===== src/rtl/wg_pkg.sv =====
package wg_pkg;

   typedef enum logic [1:0] {
      SEG_RISE = 2'd0,
      SEG_HIGH = 2'd1,
      SEG_FALL = 2'd2,
      SEG_LOW  = 2'd3
   } wg_seg_e;

   localparam logic [2:0] WA_STEP  = 3'd0;
   localparam logic [2:0] WA_UP    = 3'd1;
   localparam logic [2:0] WA_HOLD  = 3'd2;
   localparam logic [2:0] WA_DOWN  = 3'd3;
   localparam logic [2:0] WA_MORPH = 3'd4;

endpackage


===== src/rtl/wg_phase.sv =====
module wg_phase #(
   parameter int PHASE_W = 16
) (
   input  logic               clk,
   input  logic               rst_n,
   input  logic               tick,
   input  logic [PHASE_W-1:0] step,
   output logic [PHASE_W-1:0] phase,
   output logic               wrap
);

   logic [PHASE_W:0] sum;

   assign sum  = {1'b0, phase} + {1'b0, step};
   assign wrap = tick & sum[PHASE_W];

   always_ff @(posedge clk) begin
      if (!rst_n)
         phase <= '0;
      else if (tick)
         phase <= sum[PHASE_W-1:0];
   end

   assert_phase_hold_R2: assert property (@(posedge clk) disable iff (!rst_n)
      !tick |=> $stable(phase));

endmodule


===== src/rtl/wg_regs.sv =====
module wg_regs
   import wg_pkg::*;
#(
   parameter int PHASE_W = 16,
   parameter int SEG_W   = 8,
   parameter int AMP_W   = 8
) (
   input  logic                         clk,
   input  logic                         rst_n,
   input  logic                         wr_en,
   input  logic [2:0]                   wr_addr,
   input  logic [PHASE_W-1:0]           wr_data,
   input  logic                         apply,
   output logic [PHASE_W-1:0]           act_step,
   output logic [SEG_W:0]               act_b1,
   output logic [SEG_W:0]               act_b2,
   output logic [SEG_W:0]               act_b3,
   output logic [AMP_W+SEG_W-1:0]       act_slope_up,
   output logic [AMP_W+SEG_W-1:0]       act_slope_dn,
   output logic                         act_morph
);

   localparam int LEN_W   = SEG_W + 1;
   localparam int SLOPE_W = AMP_W + SEG_W;
   localparam logic [LEN_W-1:0]   FULL     = LEN_W'(1) << SEG_W;
   localparam logic [LEN_W-1:0]   HALF     = LEN_W'(1) << (SEG_W - 1);
   localparam logic [AMP_W-1:0]   AMP_MAX  = '1;
   localparam logic [SLOPE_W-1:0] NUMER    = SLOPE_W'(AMP_MAX) << SEG_W;

   initial begin
      assert (PHASE_W >= LEN_W) else $fatal(1, "write data too narrow for lengths");
   end

   // staged settings
   logic [PHASE_W-1:0] sh_step;
   logic [LEN_W-1:0]   sh_len [3];
   logic               sh_morph;

   always_ff @(posedge clk) begin
      if (!rst_n) begin
         sh_step   <= '0;
         sh_len[0] <= '0;
         sh_len[1] <= HALF;
         sh_len[2] <= '0;
         sh_morph  <= 1'b0;
      end else if (wr_en) begin
         case (wr_addr)
            WA_STEP:  sh_step   <= wr_data;
            WA_UP:    sh_len[0] <= wr_data[LEN_W-1:0];
            WA_HOLD:  sh_len[1] <= wr_data[LEN_W-1:0];
            WA_DOWN:  sh_len[2] <= wr_data[LEN_W-1:0];
            WA_MORPH: sh_morph  <= wr_data[0];
            default:  ;
         endcase
      end
   end

   // cumulative bounds with saturation at one full period
   function automatic logic [LEN_W-1:0] sat_full(input logic [LEN_W:0] v);
      return (v > {1'b0, FULL}) ? FULL : v[LEN_W-1:0];
   endfunction

   logic [LEN_W-1:0] nb [3];

   always_comb begin
      nb[0] = sat_full({1'b0, sh_len[0]});
      nb[1] = sat_full({1'b0, nb[0]} + {1'b0, sh_len[1]});
      nb[2] = sat_full({1'b0, nb[1]} + {1'b0, sh_len[2]});
   end

   // slopes for the two ramp parts, derived once per take-over
   logic [SLOPE_W-1:0] nslope [2];

   for (genvar gi = 0; gi < 2; gi++) begin : g_slope
      localparam int LIDX = (gi == 0) ? 0 : 2;
      always_comb begin
         if (sh_len[LIDX] == '0)
            nslope[gi] = '0;
         else
            nslope[gi] = NUMER / SLOPE_W'(sh_len[LIDX]);
      end
   end

   always_ff @(posedge clk) begin
      if (!rst_n) begin
         act_step     <= '0;
         act_b1       <= '0;
         act_b2       <= HALF;
         act_b3       <= HALF;
         act_slope_up <= '0;
         act_slope_dn <= '0;
         act_morph    <= 1'b0;
      end else if (apply) begin
         act_step     <= sh_step;
         act_b1       <= nb[0];
         act_b2       <= nb[1];
         act_b3       <= nb[2];
         act_slope_up <= nslope[0];
         act_slope_dn <= nslope[1];
         act_morph    <= sh_morph;
      end
   end

   assert_active_hold_R9: assert property (@(posedge clk) disable iff (!rst_n)
      !apply |=> $stable({act_step, act_b1, act_b2, act_b3,
                          act_slope_up, act_slope_dn, act_morph}));

   assert_bounds_order_R3: assert property (@(posedge clk) disable iff (!rst_n)
      (act_b1 <= act_b2) && (act_b2 <= act_b3) && (act_b3 <= FULL));

endmodule


===== src/rtl/wg_shaper.sv =====
module wg_shaper
   import wg_pkg::*;
#(
   parameter int PHASE_W  = 16,
   parameter int SEG_W    = 8,
   parameter int AMP_W    = 8,
   parameter bit MORPH_EN = 1'b1
) (
   input  logic [PHASE_W-1:0]     phase,
   input  logic [SEG_W:0]         b1,
   input  logic [SEG_W:0]         b2,
   input  logic [SEG_W:0]         b3,
   input  logic [AMP_W+SEG_W-1:0] slope_up,
   input  logic [AMP_W+SEG_W-1:0] slope_dn,
   input  logic                   morph,
   output wg_seg_e                seg,
   output logic [AMP_W-1:0]       level
);

   localparam int LEN_W   = SEG_W + 1;
   localparam int SLOPE_W = AMP_W + SEG_W;
   localparam int PROD_W  = PHASE_W + SLOPE_W;
   localparam int SAW_W   = PHASE_W + AMP_W;
   localparam logic [AMP_W-1:0] AMP_MAX = '1;

   logic [LEN_W-1:0]   p_top;
   logic [LEN_W-1:0]   start;
   logic [PHASE_W:0]   start_ext;
   logic [PHASE_W-1:0] off;
   logic [SLOPE_W-1:0] slope;
   logic [PROD_W-1:0]  prod;
   logic [SLOPE_W-1:0] ramp_full;
   logic [AMP_W-1:0]   ramp;
   logic [AMP_W-1:0]   hold_hi;

   assign p_top = {1'b0, phase[PHASE_W-1 -: SEG_W]};

   always_comb begin
      if (p_top < b1)      seg = SEG_RISE;
      else if (p_top < b2) seg = SEG_HIGH;
      else if (p_top < b3) seg = SEG_FALL;
      else                 seg = SEG_LOW;
   end

   always_comb begin
      unique case (seg)
         SEG_HIGH: start = b1;
         SEG_FALL: start = b2;
         SEG_LOW:  start = b3;
         default:  start = '0;
      endcase
   end

   assign start_ext = {start, {(PHASE_W - SEG_W){1'b0}}};
   assign off       = PHASE_W'({1'b0, phase} - start_ext);
   assign slope     = (seg == SEG_FALL) ? slope_dn : slope_up;
   assign prod      = PROD_W'(off) * PROD_W'(slope);
   assign ramp_full = SLOPE_W'(prod >> PHASE_W);
   assign ramp      = (ramp_full > SLOPE_W'(AMP_MAX)) ? AMP_MAX : ramp_full[AMP_W-1:0];

   if (MORPH_EN) begin : g_morph
      logic [SAW_W-1:0] saw_prod;
      assign saw_prod = SAW_W'(phase) * SAW_W'(AMP_MAX);
      assign hold_hi  = morph ? (AMP_MAX - AMP_W'(saw_prod >> PHASE_W)) : AMP_MAX;
   end else begin : g_plain
      logic unused_morph;
      assign unused_morph = morph;
      assign hold_hi      = AMP_MAX;
   end

   always_comb begin
      unique case (seg)
         SEG_RISE: level = ramp;
         SEG_HIGH: level = hold_hi;
         SEG_FALL: level = AMP_MAX - ramp;
         default:  level = '0;
      endcase
   end

endmodule


===== src/rtl/wg_morph_gen.sv =====
module wg_morph_gen
   import wg_pkg::*;
#(
   parameter int PHASE_W  = 16,
   parameter int SEG_W    = 8,
   parameter int AMP_W    = 8,
   parameter bit MORPH_EN = 1'b1
) (
   input  logic               clk,
   input  logic               rst_n,
   input  logic               sample_tick,
   input  logic               wr_en,
   input  logic [2:0]         wr_addr,
   input  logic [PHASE_W-1:0] wr_data,
   output logic [AMP_W-1:0]   sample_out
);

   localparam int LEN_W   = SEG_W + 1;
   localparam int SLOPE_W = AMP_W + SEG_W;
   localparam logic [AMP_W-1:0] AMP_MAX = '1;

   initial begin
      assert (SEG_W >= 2 && SEG_W < PHASE_W) else $fatal(1, "SEG_W out of range");
      assert (AMP_W >= 1) else $fatal(1, "AMP_W out of range");
   end

   logic [PHASE_W-1:0] phase;
   logic               wrap;
   logic               apply;
   logic [PHASE_W-1:0] act_step;
   logic [LEN_W-1:0]   act_b1, act_b2, act_b3;
   logic [SLOPE_W-1:0] act_slope_up, act_slope_dn;
   logic               act_morph;
   wg_seg_e            seg;
   logic [AMP_W-1:0]   level;

   assign apply = sample_tick & (wrap | (act_step == '0));

   wg_phase #(.PHASE_W(PHASE_W)) u_phase (
      .clk   (clk),
      .rst_n (rst_n),
      .tick  (sample_tick),
      .step  (act_step),
      .phase (phase),
      .wrap  (wrap)
   );

   wg_regs #(.PHASE_W(PHASE_W), .SEG_W(SEG_W), .AMP_W(AMP_W)) u_regs (
      .clk          (clk),
      .rst_n        (rst_n),
      .wr_en        (wr_en),
      .wr_addr      (wr_addr),
      .wr_data      (wr_data),
      .apply        (apply),
      .act_step     (act_step),
      .act_b1       (act_b1),
      .act_b2       (act_b2),
      .act_b3       (act_b3),
      .act_slope_up (act_slope_up),
      .act_slope_dn (act_slope_dn),
      .act_morph    (act_morph)
   );

   wg_shaper #(.PHASE_W(PHASE_W), .SEG_W(SEG_W), .AMP_W(AMP_W), .MORPH_EN(MORPH_EN)) u_shaper (
      .phase    (phase),
      .b1       (act_b1),
      .b2       (act_b2),
      .b3       (act_b3),
      .slope_up (act_slope_up),
      .slope_dn (act_slope_dn),
      .morph    (act_morph),
      .seg      (seg),
      .level    (level)
   );

   always_ff @(posedge clk) begin
      if (!rst_n)
         sample_out <= '0;
      else if (sample_tick)
         sample_out <= level;
   end

   assert_out_hold_R10: assert property (@(posedge clk) disable iff (!rst_n)
      !sample_tick |=> $stable(sample_out));

   assert_low_zero_R5: assert property (@(posedge clk) disable iff (!rst_n)
      (sample_tick && seg == SEG_LOW) |=> (sample_out == '0));

   assert_high_max_R5: assert property (@(posedge clk) disable iff (!rst_n)
      (sample_tick && seg == SEG_HIGH && !act_morph) |=> (sample_out == AMP_MAX));

endmodule


===== config.mk =====
export PLATFORM = sky130hd
export DESIGN_NAME = wg_morph_gen
export DESIGN_NICKNAME = d
export VERILOG_FILES = /design/src/rtl/wg_pkg.sv /design/src/rtl/wg_phase.sv /design/src/rtl/wg_regs.sv /design/src/rtl/wg_shaper.sv /design/src/rtl/wg_morph_gen.sv
export SDC_FILE = /design/constraint.sdc
export NUM_CORES = 2
export LEC_CHECK = 0
export BUFFER_PORTS_ARGS = -buffer_cell sky130_fd_sc_hd__buf_2
export CAP_MARGIN = 20
export CORE_MARGIN = 2
export CORE_UTILIZATION = 45
export CTS_CLUSTER_SIZE = 12
export DETAILED_ROUTE_END_ITERATION = 8
export HOLD_SLACK_MARGIN = 0.08
export PLACE_DENSITY_LB_ADDON = 0.2
export SETUP_SLACK_MARGIN = 0.05
export SLEW_MARGIN = 0
export SYNTH_ARGS = -nofsm -noshare
export SYNTH_HDL_FRONTEND = slang
export SYNTH_HIERARCHICAL = 1
export SYNTH_SLANG_ARGS = --single-unit

===== constraint.sdc =====
create_clock -name clk -period 25.9 [get_ports clk]
set_clock_uncertainty 0.05 [all_clocks]
set_input_delay 0 -clock clk [delete_from_list [all_inputs] [get_ports clk]]
set_output_delay 0 -clock clk [all_outputs]
set_load 0.05 [all_outputs]

# --- After elaboration in Yosys (flattened, before gate mapping) ---
# Memory sizes are Yosys's and may differ from the RTL's.
# Index checks and enable logic that the tools add are counted.
word_totals:
  ff_bits: 117
  latchBits: 0
  ram_bits: 27
  mem_bits_ro: 0
  in_bits: 23
  out_inout_bits: 8
  mem_count: 1
mem_list:
  columns: ["memory", "depth", "word_bits", "read_ports", "rd_ports_with_merged_regs", "write_ports", "line_no", "source"]
  rows:
  - ["u_regs.sh_len", 3, 9, 3, 0, 3, "wg_regs.sv:36", "logic [LEN_W-1:0] sh_len [3];"]
op_classes:
  n_addsub: 6
  multipliers: 2
  div_mod_pow: 2
  magnitude_cmp: 7
  eq_ne: 7
  n_shift: 0
  muxes: 29
  bitwise_logic: 6
  reduce_logical: 7
ops:
  columns: ["op", "count"]
  rows:
  - ["$mux 9", 6]
  - ["$mux 16", 3]
  - ["$pmux 8 s3", 2]
  - ["$div 16x9->16 const A", 2]
  - ["$mul 16x16->32", 1]
  - ["$lt 8x9->1", 3]
  - ["$mul 16x8->24 const B", 1]
  - ["$add 9x9->10", 2]
  - ["$gt 10x9->1 const B", 2]
  - ["$logic_not 9->1", 2]
  - ["$add 16x16->17", 1]
  - ["$gt 16x8->1 const B", 1]
  - ["$logic_not 16->1", 1]
  - ["$mux 8", 2]
  - ["$sub 16x16->16", 1]
  - ["$sub 8x8->8 const A", 2]
  - ["$mux 1", 14]
  - ["$gt 9x9->1 const B", 1]
  - ["$eq 3x2->1 const B", 2]
  - ["$eq 2x2->1 const B", 2]
  - ["$mux 2", 2]
  - ["$or 1x1->1", 4]
  - ["$reduce_and 2->1", 2]
  - ["$eq 3x1->1 const B", 1]
  - ["5 further kinds", 6]

# --- Longest topological paths before layout ---
depth:
  depth_word: 12
  ltp_mapped: 148
  ltp_nobuf: 138

# --- Cells and area by module ---
# The synthesis kept the hierarchy.
by_module_without_submodules:
  columns: ["mod", "instances", "cells_per_inst", "area_per_inst_um2", "seq_area_each_um2"]
  rows:
  - ["wg_regs", 1, 2085, 16338.2, 2672.6]
  - ["wg_shaper", 1, 1473, 12660.9, 0.0]
  - ["wg_phase", 1, 155, 1357.6, 320.3]
  - ["wg_morph_gen", 1, 31, 350.3, 160.2]

# --- Worst setup path before layout ---
# Ideal clock, no wire load.
synth_timing:
  kind: "register to register"
  from: "memory u_regs/sh_len[0][8] (netlist name)"
  to: "register u_regs.act_slope_up[0]"
  setup_time_ns: 0.124
  arrival_time_ns: 27.826
  required_ns: 25.726
  setup_slack_ns: -2.101
  path_stages_with_launch: 137
  path_cell_list: "edfxtp_1 -> or4_4 -> or3_1 -> nor2_1 -> nand3_1 -> ha_1 -> nor2_1 -> mux2i_1 -> or3_1 -> ha_1 -> a21bo_2 -> a21oi_1 -> nand2_1 -> ha_1 -> a21o_1 -> o32ai_2 -> nor2_1 -> a21o_1 -> [... 101 more ...] -> o21a_1 -> o21a_1 -> o21a_1 -> o21ai_0 -> nand2b_1 -> a21oi_1 -> o211ai_1 -> and4bb_1 -> buf_4 -> buf_6 -> nand2_1 -> o31ai_1 -> ha_1 -> and4_1 -> a211o_1 -> a2111oi_0 -> o221a_1 -> a31oi_1"
synth_lines:
  columns: ["item", "line_no", "source"]
  rows:
  - ["from (decl)", "wg_regs.sv:36", null]
  - ["to (signal assigned)", "wg_regs.sv:98", "act_slope_up <= nslope[0];"]
  - ["to (decl)", "wg_regs.sv:18", "output logic [AMP_W+SEG_W-1:0] act_slope_up,"]

==> run_results.csv <==
group,metric,value,unit
outcome,status,"finished, final reports clean",
global_routing,grt_pass1_vias,28400,
worst_setup_path,crit_path_top_delay_cell,"or4_4",
worst_setup_path,crit_path_end_kind,"register",
worst_setup_path,worstSetupEndpoint,"u_regs/act_slope_up[0]$_SDFFE_PN0P_",
timing,hold_viol,0,
timing,period_needed,25.56,ns
worst_setup_path,required,26.17,ns
clock_tree,clkLatencyLatePin,0.44,ns
logic_synthesis,syn_avg_cell_area,8.20,sq um
placement,dpl.hpwl,72.7,mm
hold_path,min_path_type,"in2reg",
worst_setup_path,r2r_cells,136,
worst_setup_path,r2r_end,"u_regs/act_slope_up[0]$_SDFFE_PN0P_",
routing,wirelength,91.8,mm
timing,rsz0062_at_grt,"true",
die,coreArea,67400,sq um
clock_tree,cts.sinks,144,
layout,fillers,6299,
global_routing,grt_use_total,25.8,%
placement,io_buffers,30,
worst_setup_path,crit_path_start,"u_regs/sh_len[0][5]$_DFFE_PP_",
clock_tree,clockBufferDepth,2,
clock_tree,tritoncts,"done",
routing,firstDrtPassIters,5,
timing,worst_slew_pin_slew,1.10,ns
routing,drc_errors,0,
routing,antenna_left,0,
clock_tree,clock_tree.root_cell,"clkbuf_16",
layout,drive_gt1_share,20.7,%
timing,setup_tns,0,ns
worst_setup_path,critPathKind,"reg2reg",
timing,setup_viol,0,
placement,gp_congestion,0.911,
worst_setup_path,cpPeakStageDelay,0.54,ns
layout,nets,4868,
die,die_w,265,um
global_routing,grt_pass1_wl,148,mm
die,initial_core_util,45.6,%
worst_setup_path,path_common_cell,"o21a_1",
die,io_pins,31,
worst_setup_path,worst-r2r-setup-slack,0.34,ns
routing,via_per_inst,5.61,
routing,vias,28500,
logic_synthesis,syn_inst,3742,
worst_setup_path,startpoint_type,"register",
worst_setup_path,arrival,25.83,ns
logic_synthesis,netlist_area,30700,sq um
die,die_area,70300,sq um
run,cap_violations,0,
routing,first_iter_violations,1741,
global_routing,gr-total-overflow,0,
routing,routedWlPerCell,18.1,um
clock_tree,cts_htree_levels,4,
worst_setup_path,cp_max_fo,7,
layout,final_common_cell,"buf_4",
die,num_rows,95,
global_routing,grt_antenna_before_repair,3,
timing,drv_slew,0,
timing,slew_headroom,26.9,%
die,chipHeight,265,um
timing,fin_crit_sh,98.7,%
worst_setup_path,r2r_start,"u_regs/sh_len[0][5]$_DFFE_PP_",
timing,fmax,39.1,MHz
clock_tree,cts_made_buffers,17,
layout,area_growth,21.1,%
logic_synthesis,synth_warnings,6,
global_routing,grt_max_degree,76,
layout,final_cell_mix,"469 x buf_4, 427 x inv_1, 356 x ha_1",
clock_tree,clk_pin_slew,0.07,ns
logic_synthesis,syn-num-nets,4417,
timing repair:
action,in CTS,in global routing
endpoints found under the hold margin,47,0
setup buffers,9,64
gates cloned,0,3
setup endpoints to repair,2,4
gates resized for setup,23,171
hold buffers,21,0
pin swaps,10,116
per-stage QoR:
stage	hold WS, ns	utilization (%)	worst slack [ns]	cells	instance area [sq um]
after floorplan	0.0782	-	0.0658	3742	31100
after global routing	0.201	55.2	-0.904	5080	37200
after CTS	0.141	53.2	0.0513	5010	35800
final	0.181	55.2	0.343	5080	37200
after global placement	0.211	51.8	-0.436	4947	34900
after detailed placement	0.216	51.8	-0.464	4948	34900
worst max-delay path, delay by kind of cell (launching register included):
family | cells | cell delay (ns)
fa+ha+maj | 15 | 4.04
compound gates | 71 | 12.10
simple gates | 35 | 6.08
buf+inv | 11 | 1.66
mux | 4 | 1.14
flops | 1 | 0.39
worst min path at each step:
| stage | start | endpoint | depth (start not counted) |
|---|---|---|---|
| 2_1_floorplan | rst_n | sample_out[0]$_SDFFE_PN0P_ | 1 |
| 3_3_place_gp | wr_data[15] | u_regs/sh_step[15]$_SDFFE_PN0P_ | 3 |
| 3_5_place_dp | wr_data[15] | u_regs/sh_step[15]$_SDFFE_PN0P_ | 3 |
| 4_1_cts | wr_addr[1] | u_regs/sh_len[0][13]$_DFFE_PP_ | 4 |
| 5_1_grt | wr_en | u_regs/sh_len[0][16]$_SDFFCE_PP1P_ | 4 |
| 6_report | wr_addr[1] | u_regs/sh_len[0][15]$_DFFE_PP_ | 4 |
routing by layer:
metal	vias to the layer above	wire (um)	GRT usage, %
li1	14000	-	-
met1	13700	42600	35.4
met2	591	42700	43.1
met3	124	4190	2.94
met4	8	2270	7.07
met5	-	55	0
layout make-up:
type	instances	area [sq um]	area share (%)
multi-input combinational	3062	26700	71.7
timing repair buffer	537	4090	11.0
sequential	144	3150	8.48
inverter	431	1620	4.35
tap	873	1090	2.94
clock buffer	20	468	1.26
clock inverter	12	96.3	0.259
antenna	1	2.50	0.00673
sequential cells by signal, indices dropped and copies added, names as in the netlist, 9 cells and up:
register             count
u_regs/sh_step          16
u_regs/act_b1            9
u_regs/act_slope_up     16
u_regs/act_step         16
u_regs/sh_len           27
u_regs/act_b2            9
u_regs/act_slope_dn     16
u_regs/act_b3            9
u_phase/phase           16
Power is left out: the tool's default activity adds up to more than one toggle a clock period on the data nets, which glitch-free logic cannot reach.
